[src/rtl/twin_task_pkg.sv]
package twin_task_pkg;

  typedef enum logic [1:0] {
    ST_IDLE = 2'd0,
    ST_PEND = 2'd1,
    ST_ARM  = 2'd2,
    ST_RUN  = 2'd3
  } sched_state_t;

  typedef enum logic [1:0] {
    COND_NOW   = 2'd0,
    COND_VSYNC = 2'd1,
    COND_FID0  = 2'd2,
    COND_FID1  = 2'd3
  } start_cond_t;

  localparam int NUM_TASKS = 2;
  localparam int COND_W    = 2;

endpackage

[src/rtl/tt_trigger.sv]
module tt_trigger
  import twin_task_pkg::*;
#(
  parameter int VW = 12,
  parameter int HW = 12
) (
  input  logic [COND_W-1:0] cond_i,
  input  logic [VW-1:0]     voff_i,
  input  logic [HW-1:0]     hoff_i,
  input  logic [VW-1:0]     vlen_i,
  input  logic [VW-1:0]     vcnt_i,
  input  logic [HW-1:0]     hcnt_i,
  input  logic              fid_i,
  input  logic              vs_seen_i,
  output logic              fire_o,
  output logic              win_done_o
);

  localparam int EW = VW + 1;

  logic          at_origin;
  logic [EW-1:0] end_line;

  assign at_origin = (vcnt_i == voff_i) && (hcnt_i == hoff_i);
  assign end_line  = {1'b0, voff_i} + {1'b0, vlen_i};

  always_comb begin
    unique case (start_cond_t'(cond_i))
      COND_NOW:   fire_o = at_origin;
      COND_VSYNC: fire_o = at_origin && vs_seen_i;
      COND_FID0:  fire_o = at_origin && !fid_i;
      COND_FID1:  fire_o = at_origin && fid_i;
      default:    fire_o = 1'b0;
    endcase
  end

  assign win_done_o = ({1'b0, vcnt_i} >= end_line);

endmodule

[src/rtl/tt_skip_ctr.sv]
module tt_skip_ctr #(
  parameter int SKW = 3
) (
  input  logic           clk,
  input  logic           rst,
  input  logic           clr,
  input  logic           load,
  input  logic [SKW-1:0] load_val,
  input  logic           dec_en,
  input  logic           vsync,
  output logic           cnt_zero
);

  logic [SKW-1:0] cnt;

  always_ff @(posedge clk) begin
    if (rst || clr) begin
      cnt <= '0;
    end else if (load) begin
      cnt <= load_val;
    end else if (dec_en && vsync && (cnt != '0)) begin
      cnt <= cnt - 1'b1;
    end
  end

  assign cnt_zero = (cnt == '0);

  AST_SKIP_NO_UNDERFLOW: assert property (@(posedge clk) disable iff (rst)
    (($past(cnt) == '0) && !$past(load)) |-> (cnt == '0));

endmodule

[src/rtl/twin_task_sched.sv]
module twin_task_sched
  import twin_task_pkg::*;
#(
  parameter int VW  = 12,
  parameter int HW  = 12,
  parameter int SKW = 3
) (
  input  logic                       clk,
  input  logic                       rst,
  input  logic                       sw_rst_n,
  input  logic                       vsync,
  input  logic                       fid,
  input  logic [HW-1:0]              hcnt,
  input  logic [VW-1:0]              vcnt,
  input  logic [NUM_TASKS-1:0]       task_en,
  input  logic [NUM_TASKS*COND_W-1:0] task_cond,
  input  logic [NUM_TASKS-1:0]       task_rpt,
  input  logic [NUM_TASKS*SKW-1:0]   task_skip,
  input  logic [NUM_TASKS*VW-1:0]    task_voff,
  input  logic [NUM_TASKS*HW-1:0]    task_hoff,
  input  logic [NUM_TASKS*VW-1:0]    task_vlen,
  output logic                       active_sel,
  output logic                       task_start,
  output logic                       task_busy,
  output logic                       toggle
);

  localparam logic SEL_A = 1'b0;
  localparam logic SEL_B = 1'b1;

  sched_state_t         state;
  logic                 rep_done;
  logic                 vs_seen;
  logic [NUM_TASKS-1:0] fire_v;
  logic [NUM_TASKS-1:0] done_v;
  logic                 skip_zero;

  // per-task trigger evaluation
  for (genvar i = 0; i < NUM_TASKS; i++) begin : g_task
    tt_trigger #(.VW(VW), .HW(HW)) u_trig (
      .cond_i     (task_cond[i*COND_W +: COND_W]),
      .voff_i     (task_voff[i*VW +: VW]),
      .hoff_i     (task_hoff[i*HW +: HW]),
      .vlen_i     (task_vlen[i*VW +: VW]),
      .vcnt_i     (vcnt),
      .hcnt_i     (hcnt),
      .fid_i      (fid),
      .vs_seen_i  (vs_seen),
      .fire_o     (fire_v[i]),
      .win_done_o (done_v[i])
    );
  end

  // next-task decision
  logic           any_en;
  logic           idle_pick;
  logic           other;
  logic           nxt_ok;
  logic           nxt_sel;
  logic           nxt_rep;
  logic           run_end;
  logic           launch;
  logic           launch_sel;
  logic [SKW-1:0] launch_skip;

  always_comb begin
    any_en    = |task_en;
    idle_pick = task_en[SEL_B] ? SEL_B : SEL_A;
    other     = ~active_sel;
    if (task_rpt[active_sel] && !rep_done && task_en[active_sel]) begin
      nxt_ok  = 1'b1;
      nxt_sel = active_sel;
      nxt_rep = 1'b1;
    end else if (task_en[other]) begin
      nxt_ok  = 1'b1;
      nxt_sel = other;
      nxt_rep = 1'b0;
    end else if (task_en[active_sel]) begin
      nxt_ok  = 1'b1;
      nxt_sel = active_sel;
      nxt_rep = 1'b0;
    end else begin
      nxt_ok  = 1'b0;
      nxt_sel = active_sel;
      nxt_rep = 1'b0;
    end
    run_end     = (state == ST_RUN) && (done_v[active_sel] || vsync);
    launch      = ((state == ST_IDLE) && any_en) || (run_end && nxt_ok);
    launch_sel  = (state == ST_IDLE) ? idle_pick : nxt_sel;
    launch_skip = task_skip[int'(launch_sel)*SKW +: SKW];
  end

  tt_skip_ctr #(.SKW(SKW)) u_skip (
    .clk      (clk),
    .rst      (rst),
    .clr      (!sw_rst_n),
    .load     (launch),
    .load_val (launch_skip),
    .dec_en   (state == ST_PEND),
    .vsync    (vsync),
    .cnt_zero (skip_zero)
  );

  // scheduler state machine
  always_ff @(posedge clk) begin
    if (rst || !sw_rst_n) begin
      state      <= ST_IDLE;
      active_sel <= SEL_B;
      rep_done   <= 1'b0;
      vs_seen    <= 1'b0;
      task_start <= 1'b0;
      task_busy  <= 1'b0;
      toggle     <= 1'b0;
    end else begin
      task_start <= 1'b0;
      unique case (state)
        ST_IDLE: begin
          if (launch) begin
            active_sel <= launch_sel;
            rep_done   <= 1'b0;
            vs_seen    <= 1'b0;
            state      <= (launch_skip != '0) ? ST_PEND : ST_ARM;
          end
        end
        ST_PEND: begin
          if (skip_zero) begin
            state   <= ST_ARM;
            vs_seen <= 1'b0;
          end
        end
        ST_ARM: begin
          if (vsync) vs_seen <= 1'b1;
          if (fire_v[active_sel]) begin
            state      <= ST_RUN;
            task_start <= 1'b1;
            task_busy  <= 1'b1;
            toggle     <= ~toggle;
          end
        end
        ST_RUN: begin
          if (run_end) begin
            task_busy <= 1'b0;
            if (nxt_ok) begin
              active_sel <= nxt_sel;
              rep_done   <= nxt_rep;
              vs_seen    <= 1'b0;
              state      <= (launch_skip != '0) ? ST_PEND : ST_ARM;
            end else begin
              state <= ST_IDLE;
            end
          end
        end
        default: state <= ST_IDLE;
      endcase
    end
  end

  AST_START_SINGLE: assert property (@(posedge clk) disable iff (rst)
    task_start |=> !task_start);

  AST_START_BUSY: assert property (@(posedge clk) disable iff (rst)
    task_start |-> task_busy);

  AST_TOGGLE_ON_START: assert property (@(posedge clk) disable iff (rst)
    (toggle != $past(toggle)) |-> (task_start || !toggle));

  AST_SEL_HELD_IN_RUN: assert property (@(posedge clk) disable iff (rst || !sw_rst_n)
    (task_busy && $past(task_busy)) |-> $stable(active_sel));

  AST_SWRST_IDLE: assert property (@(posedge clk) disable iff (rst)
    !sw_rst_n |=> (!task_busy && !toggle && active_sel));

endmodule

[config.mk]
export PLATFORM = sky130hd
export DESIGN_NAME = twin_task_sched
export DESIGN_NICKNAME = d
export VERILOG_FILES = /design/src/rtl/twin_task_pkg.sv /design/src/rtl/tt_trigger.sv /design/src/rtl/tt_skip_ctr.sv /design/src/rtl/twin_task_sched.sv
export SDC_FILE = /design/constraint.sdc
export NUM_CORES = 1
export LEC_CHECK = 0
export BUFFER_PORTS_ARGS = -buffer_cell sky130_fd_sc_hd__clkbuf_2
export CAP_MARGIN = 10
export CORE_UTILIZATION = 45
export CTS_BUF_LIST = sky130_fd_sc_hd__clkbuf_2
export DETAILED_ROUTE_END_ITERATION = 6
export PLACE_DENSITY = 0.84
export SLEW_MARGIN = 10
export SYNTH_ARGS = -nofsm -noshare
export SYNTH_HDL_FRONTEND = slang
export SYNTH_SLANG_ARGS = --single-unit
[constraint.sdc]
create_clock -name clk -period 4.55 [get_ports clk]
set_input_delay 0.455 -clock clk [delete_from_list [all_inputs] [get_ports clk]]
set_output_delay 0.455 -clock clk [all_outputs]
set_load 0.005 [all_outputs]
==> results of run 1 <==
-- area by class of cell --
| cell class | instances | area share [%] |
|---|---|---|
| clock buffer | 4 | 0.572 |
| inverter | 19 | 2.04 |
| timing repair buffer | 118 | 16.9 |
| multi-input combinational | 322 | 71.6 |
| tap | 75 | 2.68 |
| sequential | 11 | 6.29 |
-- worst register-to-register path: cells and delay by family, from the launching register on --
kind / cells / cell delay (ns)
muxes: 1 / 0.45
AOI/OAI and AO/OA: 5 / 1.23
DFF: 1 / 0.60
-- cells in the final DEF (no fill, tap or decap), drive strengths merged, types with 7 or more instances in the layout --
cell type    n
xor2        40
nor3         8
nand2b       7
o21ai       20
a21o        10
nand2       18
dfxtp       11
xnor2       29
inv         19
nor2        23
a211oi       9
a21oi       21
nor2b        7
clkbuf     122
ha          50
-- metal layers --
layer  vias to the layer above  global-route usage [%]  wire length (um)
li1                       1555                       -                 -
met1                      1401                    32.2              3560
met2                       158                    46.1              4030
met3                        24                    2.92               656
met4                         0                    7.68               242
met5                         -                       0                 0
-- power breakdown --
group | switching, mW | total (mW) | internal, mW | leakage, nW
Clock | 0.0375 | 0.0608 | 0.0233 | 0.0166
Sequential | 0.00634 | 0.106 | 0.100 | 0.0893
Combinational | 0.223 | 0.419 | 0.196 | 1.63
Total | 0.267 | 0.586 | 0.319 | 1.74
-- cells by family (layout without fill, tap and decap cells) --
group,after synthesis,in the layout
fa+ha+maj,52,52
compound gates,100,100
mux,5,5
xor+xnor,69,69
buf+inv,23,141
flops,11,11
simple gates,96,96
-- stage by stage --
step,hold slack (ns),utilization (%),worst slack (ns),total power [mW],cells
global placement,0.453,58.1,0.623,0.501,545
global route,0.500,58.5,0.412,0.641,549
finish,0.485,58.5,0.776,0.586,549
floorplan,0.432,-,0.895,0.383,356
detailed placement,0.458,58.1,0.495,0.519,545
CTS,0.475,58.5,0.783,0.580,549
-- registers in the layout, indices dropped and copies added (netlist names) --
signal / cells
task_busy: 1
rep_done: 1
u_skip.cnt: 3
active_sel: 1
task_start: 1
toggle: 1
state: 2
vs_seen: 1
-- path summary, 6_finish.rpt --
check | to | slack, ns | cells past startpoint
max | u_skip.cnt[0]$_SDFFE_PP0P_ | 0.78 | 17
min | u_skip.cnt[1]$_SDFFE_PP0P_ | 0.49 | 1
max reg2reg | state[0]$_SDFFE_PP0P_ | 2.21 | 6
min reg2reg | u_skip.cnt[1]$_SDFFE_PP0P_ | 0.49 | 1
-- Yosys cell counts (all sizes together) (2+ instances only) --
library cell | number | share of area (%)
clkbuf | 2 | 0.27
fa | 2 | 1.4
o211ai | 5 | 1.3
inv | 19 | 2.5
nor4 | 5 | 1.1
nand2 | 18 | 2.4
xnor2 | 29 | 9.0
nand3b | 2 | 0.53
or2 | 5 | 1.1
nor3 | 8 | 1.4
xor2 | 40 | 12
a21o | 10 | 2.7
a31o | 2 | 0.62
a21oi | 21 | 3.7
o22ai | 3 | 0.89
a2111oi | 4 | 1.3
a22oi | 2 | 0.71
o2bb2ai | 2 | 0.62
and3 | 4 | 0.89
nor2b | 7 | 1.6
mux2i | 2 | 0.71
nand2b | 7 | 1.6
nor2 | 23 | 3.1
nand4 | 6 | 1.3
a21bo | 2 | 0.71
a31oi | 4 | 0.89
ha | 50 | 22
o31ai | 4 | 1.1
o311ai | 2 | 0.62
mux2 | 3 | 1.2
o211a | 2 | 0.71
a21boi | 2 | 0.53
a211oi | 9 | 2.7
dfxtp | 11 | 7.8
or3 | 2 | 0.44
buf | 2 | 0.66
nand3 | 6 | 1.1
o21ai | 20 | 3.5
==> metrics, run 1 <==
status=complete, no violations; synthesized flop and latch total=11; core box area=about 0.006 mm2; total die area=around 0.0066 mm2; Avg Inst Size Synth=a little under 8 um2; post-synthesis adder-cell area fraction=a little under a quarter; Post-CTS Hold Buffers=0; initial antenna violation count=0; Final Max Slew Viols=0; max-cap violations=0; multi-input logic area=around 0.0025 mm2; Tcrit/Tclk final=roughly 83%; endpoints failing hold=0; Die Span X=between 80 and 90 um; via count=3138; worst slew pin tran=0.681 ns; n_diodes=0; Worst VDD drop=83.3 uV; routability-driven placement congestion ratio=around 0.93; Period minus WS final=3.77 ns; CP Data Required Time=approximately 4.8 ns; first-pass GRT wire length=13.3 mm; Filler Cell Count=about 560; DRC=0; synthesized instance count=around 360; largest fanout on the critical path=5; Global Route Usage Sum=between 20% and 30%; Synth Net Count=between 500 and 600; multiplexer share of the synthesized area=1.91%; total negative slack=0 ns; buffers plus inverters on the worst setup path=1; final setup vio count=0; CP Launch Point=task_voff[13]; RSZ-0062 raised after global routing=no; max frequency=265 MHz; post-synthesis compound-gate area fraction=about 25%; final HPWL from detailed placement=7.47 mm; grt ovf=0; ANT nets after route=0; final wirelength=8.49 mm; CP endpoint kind=flop; post-route cell area=~0.0035 mm2; startpoint types=input port; drt first pass iters=5; root buf cell=clkbuf_2; Post-CTS Resized=0; PwrDens=between 150 and 200 mW/mm2; Register Area=about 220 um2; Hold WC Path Type=reg2reg; Seq/Total Area, Yosys=7.80%; CTS Buf Count=3; Synth-to-Final Area Change=24.0%; crit path cell chain=clkbuf_2, ha_1, a21o_1, a21o_1, a21oi_1, o211ai_1, a31o_2, a21oi_1, xnor2_1, ha_1, a211oi_1, nand2_1, o221ai_1, nor2_1, a32o_1, or4_1, o31ai_1; post-CTS setup buffer count=0; kind of critical path=in2reg; Sink Count=11; slowest stage delay, CP=about 0.48 ns; library cells used by synthesis=54; drt initial violations=roughly 190; row cnt=28; xor and xnor area share after synthesis=21.4%; Clock Skew=just over 0.005 ns; Slew headroom=54.1%; IO Pins=roughly 120; Async S/R FF share, synth=0%; Pleak=approximately 1.7 nW; vias in the first global route=between 2000 and 3000; layout cells sized above 1=between 20% and 30%; ys flop type=dfxtp_1; Die Ht=approximately 81 um; Longest Clk Path Bufs=2; largest family of logic cells by synthesized area=compound AO/OA/AOI/OAI gates; mapped cell area=roughly 0.0028 mm2; Layout Nets=about 640; CTS tree=done; Initial Util=around 47%; clock transition at the registers of the reported paths=roughly 0.12 ns; critical path arrival=just under 4 ns; Vias/cell=~5.7; top cell family by delay on the critical path=compound AO/OA/AOI/OAI gates; Clk Latency, worst-skew pair=0.27 ns; PortBufs=about 120; placed instance area=0.00348 mm2; Avg WL per Cell=about 15 um; reg-to-reg critical path startpoint=active_sel$_SDFFE_PP1P_; H-tree Lvls=1; Simple-Gate Fraction of Synth Area=around 17%; Yosys warnings=0; slowest CP cell=or4_1; Post-synth EDFFs=0; largest net degree at the start of global routing=13; worst hold start=u_skip.cnt[1]$_SDFFE_PP0P_
Note: power is estimated with default switching activity, not from simulation.
==> run 2: changes to the inputs <==
- clock period: 4.55 -> 3.65 ns (I/O delays scaled with it)
==> run 2 against run 1 <==
Effect of this change:
- register-to-register slack got worse by 0.89 ns
- via count increased by 4.4%
- global-route usage increased by 0.20 points
- utilization increased by 1.9 points
- final area increased by 3.3%
- total power increased by 29%
- setup slack got worse by 0.61 ns
- count of clock-buffer cells in the layout unchanged
- clock skew increased by 0.0031 ns
- wire length increased by 3.3%
- first-iteration DRC count increased by 18%
- critical path type unchanged
- critical endpoint unchanged
==> metrics, run 2 (synthesized netlist as in run 1, its figures left out) <==
final core occ=60.4% (was 58.5%); CTS Buf Count=3 (unchanged); CTS tree=done (unchanged); metal3 WL=634 um (was 656 um); Longest Clk Path Bufs=2 (unchanged); IO Pins=119 (unchanged); worst hold start=rst (was u_skip.cnt[1]$_SDFFE_PP0P_); switching share of total power=45.1% (was 45.5%); Top Metal Used=met4 (unchanged); Period minus WS final=~3.5 ns; final wirelength=8.77 mm (was 8.49 mm); slowest CP cell=or4_1 (unchanged); r2r setup slk=1.32 ns (was 2.21 ns); core box area=0.00599 mm2 (unchanged); Pleak=1.80 nW (was 1.74 nW); slowest stage delay, CP=0.48 ns (about the same); clock transition at the registers of the reported paths=0.11 ns (was 0.12 ns); DRC=0 (unchanged); PwrDens=209 mW/mm2 (was 167 mW/mm2); Avg WL per Cell=15.6 um (was 15.5 um); CP endpoint kind=flop (unchanged); total die area=0.00660 mm2 (unchanged); multi-input logic area=0.00253 mm2 (was 0.00251 mm2); Die Span X=81.2 um (unchanged); Largest Register=u_skip.cnt (unchanged); Register Area=220 um2 (unchanged); Slew headroom=56.5% (was 54.1%); met2 wire length=4.29 mm (was 4.03 mm); Hold Path Depth=3 (was 1); worst r2r path cells=6 (unchanged); Layout Nets=654 (was 642); largest net degree at the start of global routing=13 (unchanged); top flop regs=u_skip.cnt (3), state (2) (unchanged); leading cell type in the layout, fill and taps excluded=clkbuf_2 (unchanged); Clock Skew=0.00824 ns (was 0.00517 ns); startpoint types=input port (unchanged); fin worst setup slack=0.164 ns (was 0.776 ns); CP Data Required Time=3.84 ns (was 4.75 ns); crit path cell chain=clkbuf_2, ha_1, a21o_1, a21o_1, a21oi_1, o211ai_1, a31o_2, a21oi_1, xor2_1, ha_1, a211oi_1, o22ai_2, a32o_1, or4_1, o31ai_1 (was clkbuf_2, ha_1, a21o_1, a21o_1, a21oi_1, o211ai_1, a31o_2, a21oi_1, xnor2_1, ha_1, a211oi_1, nand2_1, o221ai_1, nor2_1, a32o_1, or4_1, o31ai_1); row cnt=28 (unchanged); routability-driven placement congestion ratio=0.938 (was 0.932); vias in the first global route=2990 (was 2961); max frequency=~290 MHz; worst slew pin tran=0.646 ns (was 0.681 ns); status=complete, no violations (unchanged); reg-to-reg critical path startpoint=active_sel$_SDFFE_PP1P_ (unchanged); kind of critical path=in2reg (unchanged); Tcrit/Tclk final=between 90% and 100%; root buf cell=clkbuf_2 (unchanged); top cell family by delay on the critical path=compound AO/OA/AOI/OAI gates (unchanged); commonest non-fill, non-tap cells in the layout=122 x clkbuf_2, 50 x ha_1, 40 x xor2_1 (unchanged); first-pass GRT wire length=13.4 mm (was 13.3 mm); Endpoint, Worst Hold=toggle$_SDFFE_PP0P_ (was u_skip.cnt[1]$_SDFFE_PP0P_); sequential power share=17.5% (was 18.2%); Synth-to-Final Area Change=28.0% (was 24.0%); clock share of power=9.8% (was 10.4%); Global Route Usage Sum=26.1% (was 25.9%); Clk Latency, worst-skew pair=0.27 ns (about the same); critical path arrival=3.67 ns (was 3.97 ns); Initial Util=47.1% (unchanged); Die Ht=81.2 um (unchanged); Hold WC Path Type=in2reg (was reg2reg); initial antenna violation count=0 (unchanged); max reg flops=3 (unchanged); largest fanout on the critical path=3 (was 5); H-tree Lvls=1 (unchanged); drt initial violations=227 (was 192); via count=3276 (was 3138); layout cells sized above 1=31.9% (was 29.1%); worst slack, placed=-0.247 ns (was 0.495 ns); Int Pwr=0.415 mW (was 0.319 mW); grt ovf=0 (unchanged); NetSw=0.342 mW (was 0.267 mW); max-cap violations=0 (unchanged); ANT nets after route=0 (unchanged); final setup vio count=0 (unchanged); Power Total=0.757 mW (was 0.586 mW); drt first pass iters=6 (was 5); Filler Cell Count=511 (was 562); buffers plus inverters on the worst setup path=1 (unchanged); Sink Count=11 (unchanged); DRT met1 WL=3.61 mm (was 3.56 mm); PortBufs=118 (unchanged); Worst VDD drop=103 uV (was 83.3 uV); reg-to-reg endpoint=state[0]$_SDFFE_PP0P_ (unchanged); n_diodes=0 (unchanged); Final Max Slew Viols=0 (unchanged); final HPWL from detailed placement=7.58 mm (was 7.47 mm); endpoints failing hold=0 (unchanged); Vias/cell=5.84 (was 5.72); Logic pwr share=72.7% (was 71.5%)
## run 2: cell count changes in the layout (fill, tap and decap cells not counted)
cell      before  now
a211oi_1       7    6
a211oi_2       2    3
o31ai_1        4    3
buf_4          0   12
o31ai_2        0    1
nor4b_1        1    0
a21oi_1       21   19
a21oi_2        0    2
nor4b_2        0    1
## run 2: final cells by class
cell class | count | share of cell area [%]
flip-flops and latches | 11 | 6.09
repair buffers | 130 | 18.8
multi-input cells | 322 | 70.0
inverters | 19 | 1.97
clock buffers | 4 | 0.554
well taps | 75 | 2.60
## run 2: tightest hold or removal path: cells and delay by family
kind                   cells  cell delay (ns)
AO/OA/AOI/OAI              1             0.10
AND/OR/NAND/NOR            1             0.07
buffers and inverters      1             0.08
## run 2: stage by stage
| step | cell area (um2) | hold slack [ns] | setup TNS [ns] | cells |
|---|---|---|---|---|
| 4_1_cts | 3580 | 0.385 | 0 | 560 |
| 3_5_place_dp | 3560 | 0.456 | -1.10 | 556 |
| 2_1_floorplan | 2820 | 0.432 | 0 | 356 |
| 6_report | 3620 | 0.390 | 0 | 561 |
| 3_3_place_gp | 3560 | 0.453 | -0.345 | 556 |
| 5_1_grt | 3620 | 0.399 | -0.00297 | 561 |
## run 2: worst max path at each step
stage	startpoint	endpoint	slack, ns	depth (start not counted)
after detailed placement	task_voff[13]	u_skip.cnt[0]$_SDFFE_PP0P_	-0.25	17
final	task_voff[1]	u_skip.cnt[0]$_SDFFE_PP0P_	0.16	15
after CTS	task_voff[13]	u_skip.cnt[0]$_SDFFE_PP0P_	0.03	17
after floorplan	task_voff[13]	u_skip.cnt[0]$_SDFFE_PP0P_	0.08	16
after global routing	task_voff[0]	u_skip.cnt[0]$_SDFFE_PP0P_	-0.003	17
after global placement	task_voff[13]	u_skip.cnt[0]$_SDFFE_PP0P_	-0.13	17
## run 2: power by group through the flow
stage / Clock [mW] / Sequential [mW] / Combinational, mW
finish: 0.0739 / 0.133 / 0.551
global route: 0.0807 / 0.134 / 0.606
CTS: 0.0729 / 0.132 / 0.531
detailed placement: 0 / 0.135 / 0.527
global placement: 0 / 0.135 / 0.504
floorplan: 0 / 0.129 / 0.348
## run 2: metal layers
layer | vias to the layer above | track usage, %
met3 | 25 | 2.25
met2 | 150 | 46.2
met1 | 1520 | 33.0
met4 | 0 | 8.04
met5 | - | 0
li1 | 1581 | -
## run 2: timing repair
item                                    4_1_cts  5_1_grt
hold buffers                                  0        0
gates resized for setup                       0        5
setup buffers                                 0        1
endpoints found under the setup margin        0        7
==> run 3: changes to the inputs <==
==> constraint.sdc (replaced) <==
create_clock -name clk -period 3.65 [get_ports clk]
set_input_delay 0.73 -clock clk [delete_from_list [all_inputs] [get_ports clk]]
set_output_delay 0.73 -clock clk [all_outputs]
set_load 0.005 [all_outputs]
==> run 3 against run 2 <==
Effect of this change:
- the flow now finishes with violations (negative setup slack)
- fmax decreased by 6.3%
- die area unchanged
- clock skew increased by 0.0023 ns
- total power grew 11%
- first-iteration DRC count decreased by 22%
- worst hold slack improved by 0.094 ns
- setup slack worse by 0.24 ns
- via count up 6.5%
- critical path type unchanged
- critical endpoint unchanged
- largest cell class unchanged
==> metrics, run 3 (synthesized netlist as in run 1, its figures left out) <==
DP Cell Count=582 (was 556); multi-input logic area=0.00264 mm2 (was 0.00253 mm2); H-tree Lvls=1 (unchanged); first-pass GRT wire length=14.5 mm (was 13.4 mm); worst slew pin tran=0.755 ns (was 0.646 ns); worst slack, placed=-0.415 ns (was -0.247 ns); DRC=0 (unchanged); grt ovf=0 (unchanged); switching share of total power=44.5% (was 45.1%); Period minus WS final=3.72 ns (was 3.49 ns); placed instance area=0.00378 mm2 (was 0.00356 mm2); Layout Nets=684 (was 654); max reg flops=3 (unchanged); root buf cell=clkbuf_2 (unchanged); PwrDens=212 mW/mm2 (was 209 mW/mm2); Sink Count=11 (unchanged); leading cell type in the layout, fill and taps excluded=clkbuf_2 (unchanged); NetSw=0.375 mW (was 0.342 mW); Synth-to-Final Area Change=40.8% (was 28.0%); drt initial violations=176 (was 227); Clk Latency, worst-skew pair=0.28 ns (was 0.27 ns); Final Max Slew Viols=0 (unchanged); CP Data Required Time=3.85 ns (was 3.84 ns); Worst VDD drop=138 uV (was 103 uV); final HPWL from detailed placement=7.83 mm (was 7.58 mm); Avg WL per Cell=16.2 um (was 15.6 um); max-cap violations=0 (unchanged); n_diodes=0 (unchanged); failing checks=negative setup slack; largest fanout on the critical path=4 (was 3); core box area=0.00599 mm2 (unchanged); Hold WC Path Type=reg2reg (was in2reg); status=finished, violations left (was complete, no violations); vias in the first global route=3256 (was 2990); Slew headroom=49.1% (was 56.5%); clock share of power=8.8% (was 9.8%); commonest non-fill, non-tap cells in the layout=120 x clkbuf_2, 48 x ha_1, 40 x xor2_1, 40 x buf_4, 29 x xnor2_1 (was 122 x clkbuf_2, 50 x ha_1, 40 x xor2_1); Power Total=0.843 mW (was 0.757 mW); Initial Util=47.1% (unchanged); Filler Cell Count=471 (was 511); row cnt=28 (unchanged); top flop regs=u_skip.cnt (3), state (2) (unchanged); Clock Skew=0.0105 ns (was 0.00824 ns); IO Pins=119 (unchanged); Vias/cell=5.90 (was 5.84); total die area=0.00660 mm2 (unchanged); Largest Register=u_skip.cnt (unchanged); fin worst setup slack=-0.0719 ns (was 0.164 ns); kind of critical path=in2reg (unchanged); RSZ-0062 raised after global routing=yes; final wirelength=9.57 mm (was 8.77 mm); final setup vio count=2 (was 0); PortBufs=118 (unchanged); routability-driven placement congestion ratio=0.915 (was 0.938); Tcrit/Tclk final=102% (was 95.5%); initial antenna violation count=0 (unchanged); Logic pwr share=75.4% (was 72.7%); Int Pwr=0.468 mW (was 0.415 mW); CTS Buf Count=3 (unchanged); largest net degree at the start of global routing=13 (unchanged); layout cells sized above 1=39.9% (was 31.9%); clock transition at the registers of the reported paths=0.10 ns (was 0.11 ns); CTS tree=done (unchanged); final core occ=66.4% (was 60.4%); Die Ht=81.2 um (unchanged); ANT nets after route=0 (unchanged); post-route cell area=0.00398 mm2 (was 0.00362 mm2); Pleak=1.97 nW (was 1.80 nW); Die Span X=81.2 um (unchanged); critical path arrival=3.92 ns (was 3.67 ns); Global Route Usage Sum=28.8% (was 26.1%); CP endpoint kind=flop (unchanged); max frequency=269 MHz (was 287 MHz); via count=3488 (was 3276); Final Non-Filler Cells=591 (was 561); endpoints failing hold=0 (unchanged); r2r setup slk=1.27 ns (was 1.32 ns); Register Area=220 um2 (unchanged); drt first pass iters=5 (was 6); Longest Clk Path Bufs=2 (unchanged); startpoint types=input port (unchanged); sequential power share=15.8% (was 17.5%)
[run 3: cell types whose count changed in the layout (fill, tap and decap cells not counted), moves of 3 or more]
cell / previous run / this run
buf_4: 12 / 40
a21oi_1: 19 / 16
a21oi_2: 2 / 5
buf_6: 0 / 3
[run 3: path summary, 6_finish.rpt]
check,depth (start not counted),to,startpoint
worst max-delay path,17,u_skip.cnt[0]$_SDFFE_PP0P_,task_voff[13]
worst min-delay path,1,u_skip.cnt[1]$_SDFFE_PP0P_,u_skip.cnt[1]$_SDFFE_PP0P_
worst max register to register,6,state[0]$_SDFFE_PP0P_,active_sel$_SDFFE_PP1P_
worst min register to register,1,u_skip.cnt[1]$_SDFFE_PP0P_,u_skip.cnt[1]$_SDFFE_PP0P_
[run 3: cell type report]
type                    instances  area share, %
clock buffers                   4          0.504
inverters                      19           1.79
multi-input cells             322           66.4
flip-flops and latches         11           5.54
well taps                      75           2.36
repair buffers                160           23.4
[run 3: timing repair]
| item | in CTS | in global routing |
|---|---|---|
| setup buffers | 3 | 2 |
| resized for setup | 10 | 20 |
| endpoints found under the setup margin | 8 | 9 |
| hold endpoints to repair | 0 | 0 |
| hold buffers | 0 | 0 |
| pin swaps | 5 | 12 |
[run 3: routing by layer]
layer / part of all wire [%] / track usage (%)
met5: 0 / 0
met2: 48 / 50.8
met3: 8.0 / 6.52
met4: 5.5 / 17.5
met1: 38 / 31.1
[run 3: critical path, stage by stage]
cell and delay (ns):
buf_8 0.10, ha_4 0.23, a21o_1 0.15, a21o_1 0.19, a21oi_2 0.20, o211ai_1 0.14
a31o_2 0.23, a21oi_2 0.14, xnor2_1 0.13, ha_1 0.29, a211oi_2 0.23, nand2_2 0.11
o221ai_2 0.20, nor2_2 0.08, a32o_2 0.28, or4_1 0.40, o31ai_1 0.07
[run 3: through the flow]
step / hold slack (ns) / TNS, ns
finish: 0.484 / -0.130
global route: 0.509 / -0.964
CTS: 0.485 / -0.101
detailed placement: 0.462 / -3.17
global placement: 0.448 / -2.32
floorplan: 0.432 / 0
[run 3: power by group through the flow]
stage	registers, mW	logic, mW	clock network (mW)
floorplan	0.129	0.355	0
global placement	0.135	0.545	0
detailed placement	0.135	0.575	0
finish	0.133	0.636	0.0739
CTS	0.132	0.588	0.0739
global route	0.134	0.697	0.0804
